===== config.mk =====
export PLATFORM = sky130hd
export DESIGN_NAME = fp_minmax_sel
export DESIGN_NICKNAME = d
export VERILOG_FILES = /design/src/rtl/fpsel_pkg.sv /design/src/rtl/fpsel_classify.sv /design/src/rtl/fpsel_operand.sv /design/src/rtl/fpsel_compare.sv /design/src/rtl/fpsel_pick.sv /design/src/rtl/fp_minmax_sel.sv
export SDC_FILE = /design/constraint.sdc
export NUM_CORES = 1
export LEC_CHECK = 0
export CORE_ASPECT_RATIO = 0.8
export CORE_MARGIN = 4
export CORE_UTILIZATION = 47
export DETAILED_ROUTE_END_ITERATION = 7
export PLACE_DENSITY = 0.88
export SLEW_MARGIN = 25
export SYNTH_ARGS = -nofsm -noshare
export SYNTH_HDL_FRONTEND = slang
export SYNTH_SLANG_ARGS = --single-unit

===== constraint.sdc =====
create_clock -name vclk -period 12
set_input_delay 1.2 -clock vclk [all_inputs]
set_output_delay 1.2 -clock vclk [all_outputs]
set_load 0.01 [all_outputs]

===== src/rtl/fpsel_pkg.sv =====
// Package: shared constants and the operand classification record used by
// the min/max selector. Assumes a 64-bit register image for both precisions.
package fpsel_pkg;
    localparam int REG_W    = 64;
    localparam int SGL_W    = 32;
    localparam int SGL_EXP  = 8;
    localparam int SGL_FRAC = 23;
    localparam int DBL_EXP  = 11;
    localparam int DBL_FRAC = 52;
    localparam int MAG_W    = REG_W - 1;

    localparam logic [SGL_W-1:0] SGL_QNAN = 32'h7FC0_0000;
    localparam logic [REG_W-1:0] DBL_QNAN = 64'h7FF8_0000_0000_0000;
    localparam logic [REG_W-SGL_W-1:0] BOX_ONES = '1;

    // Classification of one operand, widened to the double-precision frame
    typedef struct packed {
        logic             sign;
        logic             nan;
        logic             snan;
        logic             zero;
        logic [MAG_W-1:0] mag;
    } fp_class_t;
endpackage


===== src/rtl/fpsel_classify.sv =====
// Classifier: splits one IEEE-754 encoding of parameterised width into
// sign, NaN, signaling NaN, zero and a zero-extended magnitude.
// Assumes MAG_W >= EXP_W + FRAC_W.
module fpsel_classify #(
    parameter int EXP_W  = 11,
    parameter int FRAC_W = 52,
    parameter int MAG_W  = 63
) (
    input  logic [EXP_W+FRAC_W:0] enc,
    output fpsel_pkg::fp_class_t  cls
);
    localparam int BODY_W = EXP_W + FRAC_W;

    logic [EXP_W-1:0]  exp_f;
    logic [FRAC_W-1:0] frac_f;

    assign exp_f  = enc[BODY_W-1:FRAC_W];
    assign frac_f = enc[FRAC_W-1:0];

    // Derive class flags from the exponent and fraction fields
    always_comb begin
        cls.sign = enc[BODY_W];
        cls.nan  = (&exp_f) && (|frac_f);
        cls.snan = (&exp_f) && (|frac_f) && !frac_f[FRAC_W-1];
        cls.zero = !(|enc[BODY_W-1:0]);
        cls.mag  = {{(MAG_W-BODY_W){1'b0}}, enc[BODY_W-1:0]};
    end
endmodule


===== src/rtl/fpsel_operand.sv =====
// Operand front end: checks the single-precision box, substitutes the
// canonical single NaN when the box is broken, and classifies the value in
// the selected precision. Both precisions are classified by generated
// instances and the selected one is passed on.
module fpsel_operand
    import fpsel_pkg::*;
#(
    parameter int W = REG_W
) (
    input  logic [W-1:0] raw,
    input  logic         is_double,
    output logic [W-1:0] value,
    output fp_class_t    cls
);
    localparam int HALF = W / 2;

    logic      box_ok;
    fp_class_t cls_by_fmt [2];

    // Replace badly boxed single-precision operands with the canonical NaN
    always_comb begin
        box_ok = &raw[W-1:HALF];
        if (is_double || box_ok) value = raw;
        else                     value = {BOX_ONES, SGL_QNAN};
    end

    for (genvar f = 0; f < 2; f++) begin : g_fmt
        if (f == 0) begin : g_sgl
            fpsel_classify #(.EXP_W(SGL_EXP), .FRAC_W(SGL_FRAC), .MAG_W(MAG_W)) u_cls (
                .enc (value[HALF-1:0]),
                .cls (cls_by_fmt[f])
            );
        end else begin : g_dbl
            fpsel_classify #(.EXP_W(DBL_EXP), .FRAC_W(DBL_FRAC), .MAG_W(MAG_W)) u_cls (
                .enc (value),
                .cls (cls_by_fmt[f])
            );
        end
    end

    // Pass on the classification of the selected precision
    always_comb cls = cls_by_fmt[is_double];
endmodule


===== src/rtl/fpsel_compare.sv =====
// Quiet comparator: orders two classified operands. NaNs make the pair
// unordered. Zeros of either sign are equal. Only signaling NaNs raise invalid.
module fpsel_compare
    import fpsel_pkg::*;
(
    input  fp_class_t ca,
    input  fp_class_t cb,
    output logic      a_lt_b,
    output logic      a_eq_b,
    output logic      unordered,
    output logic      invalid
);
    // Order by sign first, then by magnitude reversed for negatives
    always_comb begin
        unordered = ca.nan || cb.nan;
        invalid   = ca.snan || cb.snan;
        a_lt_b    = 1'b0;
        a_eq_b    = 1'b0;
        if (!unordered) begin
            if (ca.zero && cb.zero) begin
                a_eq_b = 1'b1;
            end else if (ca.sign != cb.sign) begin
                a_lt_b = ca.sign;
            end else begin
                a_eq_b = (ca.mag == cb.mag);
                a_lt_b = ca.sign ? (ca.mag > cb.mag) : (ca.mag < cb.mag);
            end
        end
    end

    // two zeros of any sign must compare equal and never less-than
    always_comb begin
        if (!ca.nan && !cb.nan && ca.zero && cb.zero)
            assert_zero_equal_R3: assert (a_eq_b && !a_lt_b)
                else $error("zero pair ordered incorrectly");
    end
endmodule


===== src/rtl/fpsel_pick.sv =====
// Result selector: takes the comparison outcome and chooses A, B or the
// canonical NaN, then boxes a single-precision result into 64 bits.
module fpsel_pick
    import fpsel_pkg::*;
#(
    parameter int W = REG_W
) (
    input  logic [W-1:0] val_a,
    input  logic [W-1:0] val_b,
    input  logic         a_nan,
    input  logic         b_nan,
    input  logic         a_lt_b,
    input  logic         unordered,
    input  logic         invalid,
    input  logic         want_max,
    input  logic         is_double,
    output logic [W-1:0] result
);
    localparam int HALF = W / 2;

    logic         take_a;
    logic         canon;
    logic [W-1:0] chosen;

    // Decide which operand wins, or whether the canonical NaN is forced
    always_comb begin
        if (want_max) take_a = (!unordered && !a_lt_b) || b_nan;
        else          take_a = a_lt_b || b_nan;
        canon  = (a_nan && b_nan) || invalid;
        chosen = take_a ? val_a : val_b;
    end

    // Format the output in the selected precision
    always_comb begin
        if (is_double) result = canon ? DBL_QNAN : chosen;
        else           result = {BOX_ONES, canon ? SGL_QNAN : chosen[HALF-1:0]};
    end
endmodule


===== src/rtl/fp_minmax_sel.sv =====
// Top: minimum/maximum of two floating-point operands in 64-bit register
// image form, single or double precision. Purely combinational, no reset.
// Assumes the inputs are stable while the result is consumed.
module fp_minmax_sel
    import fpsel_pkg::*;
(
    input  logic [63:0] src_a,
    input  logic [63:0] src_b,
    input  logic        is_double,
    input  logic        want_max,
    output logic [63:0] result,
    output logic        invalid
);
    logic [REG_W-1:0] val_a, val_b;
    fp_class_t        cls_a, cls_b;
    logic             a_lt_b, a_eq_b, unordered;

    fpsel_operand #(.W(REG_W)) u_opa (
        .raw (src_a), .is_double (is_double), .value (val_a), .cls (cls_a)
    );
    fpsel_operand #(.W(REG_W)) u_opb (
        .raw (src_b), .is_double (is_double), .value (val_b), .cls (cls_b)
    );

    fpsel_compare u_cmp (
        .ca (cls_a), .cb (cls_b),
        .a_lt_b (a_lt_b), .a_eq_b (a_eq_b),
        .unordered (unordered), .invalid (invalid)
    );

    fpsel_pick #(.W(REG_W)) u_pick (
        .val_a (val_a), .val_b (val_b),
        .a_nan (cls_a.nan), .b_nan (cls_b.nan),
        .a_lt_b (a_lt_b), .unordered (unordered), .invalid (invalid),
        .want_max (want_max), .is_double (is_double),
        .result (result)
    );

    // Guard the output against the classification of the operands
    always_comb begin
        // a signaling input must always give the canonical NaN
        if (cls_a.snan || cls_b.snan)
            assert_snan_canon_R6: assert (invalid &&
                (is_double ? (result == DBL_QNAN) : (result[31:0] == SGL_QNAN)))
                else $error("signaling input did not force canonical NaN");
        // a single-precision result is always boxed
        if (!is_double)
            assert_boxed_result_R9: assert (&result[63:32])
                else $error("single result not boxed");
        // a lone quiet NaN yields the other operand
        if ((cls_a.nan != cls_b.nan) && !invalid)
            assert_lone_nan_R4: assert (is_double ?
                (result == (cls_a.nan ? val_b : val_a)) :
                (result[31:0] == (cls_a.nan ? val_b[31:0] : val_a[31:0])))
                else $error("lone NaN did not pass other operand");
        // invalid requires a signaling operand
        assert_inv_cause_R7: assert (!invalid || cls_a.snan || cls_b.snan)
            else $error("invalid without signaling operand");
    end
endmodule


* Yosys cells after proc, flatten, opt, wreduce, memory -nomap -nowiden
Index checks and enable logic that the tools add are counted.
** Cells by class
- Add/subtract/negate cells :: 0
- Multipliers :: 0
- Divide/modulo/power cells :: 0
- Order comparisons :: 3
- Equal/unequal tests :: 1
- Shift operators :: 0
- Multiplexer cells :: 17
- Bitwise logic cells :: 1
- Reduce and logical (&&, ||, !) cells :: 42
** Operators with widths (count)
- $mux W67 :: 6
- $mux W64 :: 5
- $reduce_or A63 Y1 :: 2
- $reduce_or A52 Y1 :: 2
- $reduce_and A32 Y1 :: 2
- $gt A63 B63 Y1 :: 1
- $lt A63 B63 Y1 :: 1
- $reduce_or A31 Y1 :: 2
- $reduce_or A23 Y1 :: 2
- $mux W32 :: 1
- $reduce_and A11 Y1 :: 2
- $reduce_and A8 Y1 :: 2
- $logic_and A1 B1 Y1 :: 11
- $logic_not A1 Y1 :: 10
- $logic_or A1 B1 Y1 :: 7
- $mux W1 :: 5
- $ge A2 B2 Y1 const B :: 1
- $not A1 Y2 :: 1
- $ne A1 B1 Y1 :: 1
** Storage, ports and cells
- Register bits after elaboration :: 0
- Bits in latches :: 0
- Bits in writable memories :: 0
- ROM bits :: 0
- Input bits :: 130
- Output and inout port bits :: 65
- Memories :: 0

* Longest topological paths before layout
- Depth in word-level cells :: 21
- Gate-level depth with buffers :: 19
- Gate-level depth less buffers :: 16

* Cells and area by module
From an unflattened synthesis, not the netlist that was laid out.
** Unflattened totals
- Cell total of the unflattened synthesis :: 1144
- Area, all modules :: 8384.3 um^2
** Modules (own cells, without submodules)
- fpsel_operand :: instances 2, cells an instance 156, area each 1343.8 um^2, sequential area each 0.0 um^2
- fpsel_compare :: instances 1, cells an instance 234, area each 1640.3 um^2, sequential area each 0.0 um^2
- fpsel_pick :: instances 1, cells an instance 250, area each 1519.0 um^2, sequential area each 0.0 um^2
- fpsel_classify (u_opa.g_fmt[1].g_dbl.u_cls ...) :: instances 2, cells an instance 93, area each 670.6 um^2, sequential area each 0.0 um^2
- fpsel_classify (u_opa.g_fmt[0].g_sgl.u_cls ...) :: instances 2, cells an instance 81, area each 598.1 um^2, sequential area each 0.0 um^2

* Worst setup path before layout
Ideal clock, no wire load.
- Path type :: input port to output port
- From :: input port is_double
- To :: output port result[15]
- Data arrival time :: 5.179 ns
- Data required time :: 10.800 ns
- Setup slack :: 5.621 ns
- Stages :: 18
- Buffers on the path :: 6
- Cells stage by stage :: clkbuf_1 > clkbuf_1 > clkbuf_1 > clkbuf_1 > nand2_1 > ha_1 > nand4_2 > nor4_4 > nand4b_1 > or4_1 > o21bai_1 > a21o_1 > or3_1 > mux2i_1 > buf_4 > buf_6 > o21ai_1 > a21oi_1
** Between the ends
- Cells in the longest elaborated chain, start to end :: 17
- Elaborated cells between the ends (all ways) :: 61
- Those cells by class :: 2 x order compare; 1 x eq/ne; 17 x mux; 1 x bitwise; 40 x reduce/logical
** Ends and longest elaborated chain
- from (decl) :: RTL line fp_minmax_sel.sv:9 : input logic is_double,
- $logic_or A1 B1 Y1 :: RTL line fpsel_operand.sv:23 : if (is_double || box_ok) value = raw;
- $mux W64 :: RTL line fpsel_operand.sv:23
- $mux W67 (not written as such), or another cell as far along :: RTL line fpsel_operand.sv:42 : always_comb cls = cls_by_fmt[is_double];
- $mux W67 (not written as such) or $logic_not A1 Y1 (tied branches) :: RTL line fpsel_operand.sv:42, fpsel_classify.sv:25
- $mux W67 (not written as such) :: RTL line fpsel_operand.sv:42
- $lt A63 B63 Y1, or another cell as far along :: RTL line fpsel_compare.sv:26 : a_lt_b = ca.sign ? (ca.mag > cb.mag) : (ca.mag < cb.mag);
- $mux W1 or $mux W67 (tied branches) :: RTL line fpsel_compare.sv:26, fpsel_operand.sv:42
- $mux W1 or $logic_and A1 B1 Y1 (tied branches) :: RTL line fpsel_compare.sv:22, fpsel_compare.sv:20
- $mux W1 :: RTL line fpsel_compare.sv:20 : if (ca.zero && cb.zero) begin
- $mux W1 :: RTL line fpsel_compare.sv:19 : if (!unordered) begin
- $logic_not A1 Y1 :: RTL line fpsel_pick.sv:27 : if (want_max) take_a = (!unordered && !a_lt_b) || b_nan;
- $logic_and A1 B1 Y1 :: RTL line fpsel_pick.sv:27
- $logic_or A1 B1 Y1 :: RTL line fpsel_pick.sv:27
- $mux W1 :: RTL line fpsel_pick.sv:27
- $mux W64 :: RTL line fpsel_pick.sv:30 : chosen = take_a ? val_a : val_b;
- $mux W32 or $mux W64 (tied branches) :: RTL line fpsel_pick.sv:36, fpsel_pick.sv:35
- $mux W64 (*) :: RTL line fpsel_pick.sv:35 : if (is_double) result = canon ? DBL_QNAN : chosen;
- to (decl) :: RTL line fp_minmax_sel.sv:11 : output logic [63:0] result,
Every way passes the cells marked *; elsewhere a longest branch is shown, timed or not. The select of a mux whose other input is x is not followed.

* Worst setup path after layout
- From :: input port src_a[34]
- To :: output port result[46]
** Between the ends
- Cells in the longest elaborated chain, start to end :: 18
- Elaborated cells between the ends (all ways) :: 41
- Those cells by class :: 2 x order compare; 1 x eq/ne; 12 x mux; 26 x reduce/logical
** Ends and longest elaborated chain
- from (decl) :: RTL line fp_minmax_sel.sv:7 : input logic [63:0] src_a,
- $reduce_and A32 Y1 :: RTL line fpsel_operand.sv:22 : box_ok = &raw[W-1:HALF];
- $logic_or A1 B1 Y1 :: RTL line fpsel_operand.sv:23
- $mux W64 (*) :: RTL line fpsel_operand.sv:23
- $mux W67 (not written as such), or another cell as far along :: RTL line fpsel_operand.sv:42
- $mux W67 (not written as such) or $logic_not A1 Y1 (tied branches) :: RTL line fpsel_operand.sv:42, fpsel_classify.sv:25
- $mux W67 (not written as such) :: RTL line fpsel_operand.sv:42
- $lt A63 B63 Y1, or another cell as far along :: RTL line fpsel_compare.sv:26
- $mux W1 or $mux W67 (tied branches) :: RTL line fpsel_compare.sv:26, fpsel_operand.sv:42
- $mux W1 or $logic_and A1 B1 Y1 (tied branches) :: RTL line fpsel_compare.sv:22, fpsel_compare.sv:20
- $mux W1 :: RTL line fpsel_compare.sv:20
- $mux W1 :: RTL line fpsel_compare.sv:19
- $logic_not A1 Y1 :: RTL line fpsel_pick.sv:27
- $logic_and A1 B1 Y1 :: RTL line fpsel_pick.sv:27
- $logic_or A1 B1 Y1 :: RTL line fpsel_pick.sv:27
- $mux W1 :: RTL line fpsel_pick.sv:27
- $mux W64 :: RTL line fpsel_pick.sv:30
- $mux W64 (*) (2 in a row) :: RTL line fpsel_pick.sv:35
Marks and branches as above.

==> flow_results.xml <==
<?xml version="1.0" encoding="UTF-8"?>
<metrics>
  <group name="clocking">
    <metric name="cts.hold.buffers_added" unit="">0</metric>
    <metric name="cts.repair_timing.setup_buffer_count" unit="">0</metric>
    <metric name="cts.repair.resized" unit="">0</metric>
  </group>
  <group name="layout">
    <metric name="diodes" unit="">0</metric>
    <metric name="areaGrowthSynthToFinish" unit="%">47.0</metric>
    <metric name="clockBufferCount" unit="">0</metric>
    <metric name="filler_cell_count" unit="">739</metric>
    <metric name="num-nets-final" unit="">1009</metric>
    <metric name="ff_latch_area" unit="um^2">0</metric>
    <metric name="drive_above_1_share" unit="%">2.58</metric>
    <metric name="multiInputGateArea" unit="um^2">3900</metric>
    <metric name="seq_cells" unit="">0</metric>
  </group>
  <group name="logic_synthesis">
    <metric name="synth_seq_area_share" unit="%">0</metric>
    <metric name="synth.distinct_cells" unit="">49</metric>
    <metric name="synth.largest_area_cell" unit="">ha_1</metric>
    <metric name="syn_area_per_cell" unit="um^2">6.28</metric>
    <metric name="synth_area" unit="um^2">4170</metric>
    <metric name="synthesized_net_count" unit="">857</metric>
    <metric name="netlist_top_cells_area" unit="">ha_1 19%, o211ai_1 16%, nand2_1 10%, and2_1 8.4%, a21oi_1 6.4%</metric>
    <metric name="synth_largest_type_area_fraction" unit="%">18.9</metric>
    <metric name="syn-instance-count" unit="">664</metric>
    <metric name="ys.warnings.count" unit="">0</metric>
  </group>
  <group name="floorplanning">
    <metric name="core_area" unit="um^2">8560</metric>
    <metric name="std_cell_rows" unit="">30</metric>
    <metric name="die_height" unit="um">92.2</metric>
    <metric name="ioPinCount" unit="">195</metric>
    <metric name="die_w" unit="um">113</metric>
    <metric name="die_area" unit="um^2">10500</metric>
    <metric name="start_util" unit="%">48.7</metric>
  </group>
  <group name="routing">
    <metric name="drt.antenna.violating_nets" unit="">0</metric>
    <metric name="drt_pass1_iterations" unit="">5</metric>
    <metric name="drt_wl_total" unit="mm">17.9</metric>
    <metric name="vias_per_cell" unit="">6.53</metric>
    <metric name="post-route-drc-count" unit="">0</metric>
    <metric name="num_vias" unit="">6046</metric>
    <metric name="initialDrtViolationCount" unit="">600</metric>
    <metric name="route.detailed.wl_per_inst" unit="um">19.3</metric>
  </group>
  <group name="pwr">
    <metric name="power" unit="uW">273</metric>
    <metric name="powerDensity" unit="nW/um^2">44.6</metric>
    <metric name="vdd.ir_drop.worst" unit="V">0.0000323</metric>
    <metric name="cellLeakagePower" unit="uW">0.00227</metric>
  </group>
  <group name="global_routing">
    <metric name="grt.total_usage" unit="%">31.9</metric>
    <metric name="grt_max_degree" unit="">101</metric>
    <metric name="number_of_antenna_violations_at_the_first_check_in_global_routing" unit="">0</metric>
    <metric name="first_global_vias" unit="">5736</metric>
    <metric name="overflow" unit="">0</metric>
    <metric name="grt_pass1_wl" unit="mm">28.4</metric>
  </group>
  <group name="setup_path">
    <metric name="worstPathCellList" unit="">clkdlybuf4s50_1 &gt; nand4_1 &gt; nor4_1 &gt; a31o_2 &gt; nand2b_1 &gt; ha_1 &gt; and4_1 &gt; nand2_1 &gt; nand4b_1 &gt; or4_1 &gt; o21bai_1 &gt; a21o_1 &gt; or3_1 &gt; mux2i_4 &gt; buf_4 &gt; o211ai_1 &gt; o211ai_1 &gt; clkdlybuf4s50_1</metric>
    <metric name="setup.worst_path.class" unit="">in -&gt; out</metric>
    <metric name="type_of_element_capturing_the_critical_path" unit="">output port</metric>
    <metric name="worst-path-max-fanout" unit="">33</metric>
    <metric name="path_buf_inv" unit="">3</metric>
    <metric name="cell_family_contributing_the_most_delay_on_the_critical_path" unit="">simple AND/OR/NAND/NOR gates</metric>
    <metric name="cp.arrival" unit="ns">7.49</metric>
    <metric name="cp_data_required_time" unit="ns">10.80</metric>
    <metric name="type_of_element_launching_the_critical_path" unit="">primary input</metric>
    <metric name="crit_path_max_incr_delay" unit="ns">0.66</metric>
    <metric name="crit_path_top_delay_cell" unit="">a31o_2</metric>
  </group>
  <group name="sta">
    <metric name="setup_total_negative_slack" unit="ns">0</metric>
    <metric name="fmax" unit="MHz">115</metric>
    <metric name="fin_worst_hold_slack" unit="ns">3.50</metric>
    <metric name="rsz0062_at_grt" unit="">no</metric>
    <metric name="timing_hold_violations_final" unit="">0</metric>
    <metric name="final-setup-viol-count" unit="">0</metric>
    <metric name="slew-limit-headroom" unit="%">30.4</metric>
    <metric name="worst_pin_slew" unit="ns">1.04</metric>
    <metric name="post-route-period-util" unit="%">72.4</metric>
    <metric name="period_needed" unit="ns">8.69</metric>
    <metric name="finalMaxSlewViolations" unit="">0</metric>
  </group>
  <group name="min_path">
    <metric name="min-delay-path-class" unit="">in -&gt; out</metric>
  </group>
  <group name="place">
    <metric name="detailedPlacementHpwl" unit="mm">14.1</metric>
    <metric name="place.port_buffers" unit="">195</metric>
    <metric name="place_congestion" unit="">0.937</metric>
  </group>
  <group name="run_status">
    <metric name="run_status" unit="">finished, final reports clean</metric>
  </group>
  <group name="job">
    <metric name="max_cap_viol_count" unit="">0</metric>
  </group>
</metrics>
-- stage by stage --
step	cells	utilization [%]	area [um^2]	worst slack (ns)
after CTS	926	71.5	6120	3.36
after global routing	926	71.6	6130	2.92
after floorplan	664	-	4170	5.62
after global placement	924	71.0	6070	3.55
final	926	71.6	6130	3.31
after detailed placement	926	71.5	6120	3.39
-- layout by cell type, fill, tap and decap left out, types with 9 or more instances in the layout --
cell type,count
a21oi_1,53
and2_1,56
clkdlybuf4s50_1,194
ha_1,63
inv_1,15
nand2_1,113
nand2b_1,12
nand3_1,10
nand4_1,33
nor2_1,25
nor3_1,10
nor4_1,30
o2111ai_1,9
o211ai_1,87
o21ai_0,34
o21ai_1,14
-- cell families (layout without fill, tap and decap cells) --
logic type	after synthesis	in the layout	share of synthesized area (%)
AND/OR/NAND/NOR	309	309	38.5
AO/OA/AOI/OAI	223	223	34.7
multiplexers	1	1	0.240
XOR/XNOR	1	1	0.390
adder cells (fa/ha/maj)	63	63	18.9
buffers and inverters	67	217	7.20
-- area by class of cell --
cell class / count / area share, %
multi-input cells: 597 / 63.7
repair buffers: 202 / 33.1
inverters: 15 / 0.919
well taps: 112 / 2.29
-- per-layer routing --
| layer | up-vias | share of wire, % | track usage [%] |
|---|---|---|---|
| met5 | - | 0 | 0 |
| met4 | 0 | 2.4 | 8.51 |
| met3 | 48 | 13 | 6.27 |
| met2 | 438 | 42 | 49.0 |
| met1 | 2725 | 43 | 45.2 |
| li1 | 2835 | - | - |
-- worst paths after layout --
check,startpoint,to,slack [ns],depth (start not counted)
max,src_a[34],result[46],3.31,18
min,src_b[49],result[49],3.50,4
-- power breakdown --
group          switching [uW]  internal [uW]
Combinational             143            130
Clock                       0              0
Sequential                  0              0
-- cell usage after synthesis, types with 3 or more instances --
library cell	n
o211ai_1	87
nand3_1	10
clkbuf_1	35
nand2_1	113
nand2b_1	12
nor2_1	25
and2_1	56
o21bai_1	5
inv_1	15
a21o_1	3
ha_1	63
o21ai_0	34
o2111ai_1	9
a221oi_1	3
buf_6	3
nor3_1	10
buf_4	4
a211oi_1	4
o21ai_1	15
and4_1	3
nor4_1	30
nand4_1	33
buf_2	7
a21oi_1	53
or4_1	4
(Power assumes the default switching activity.)
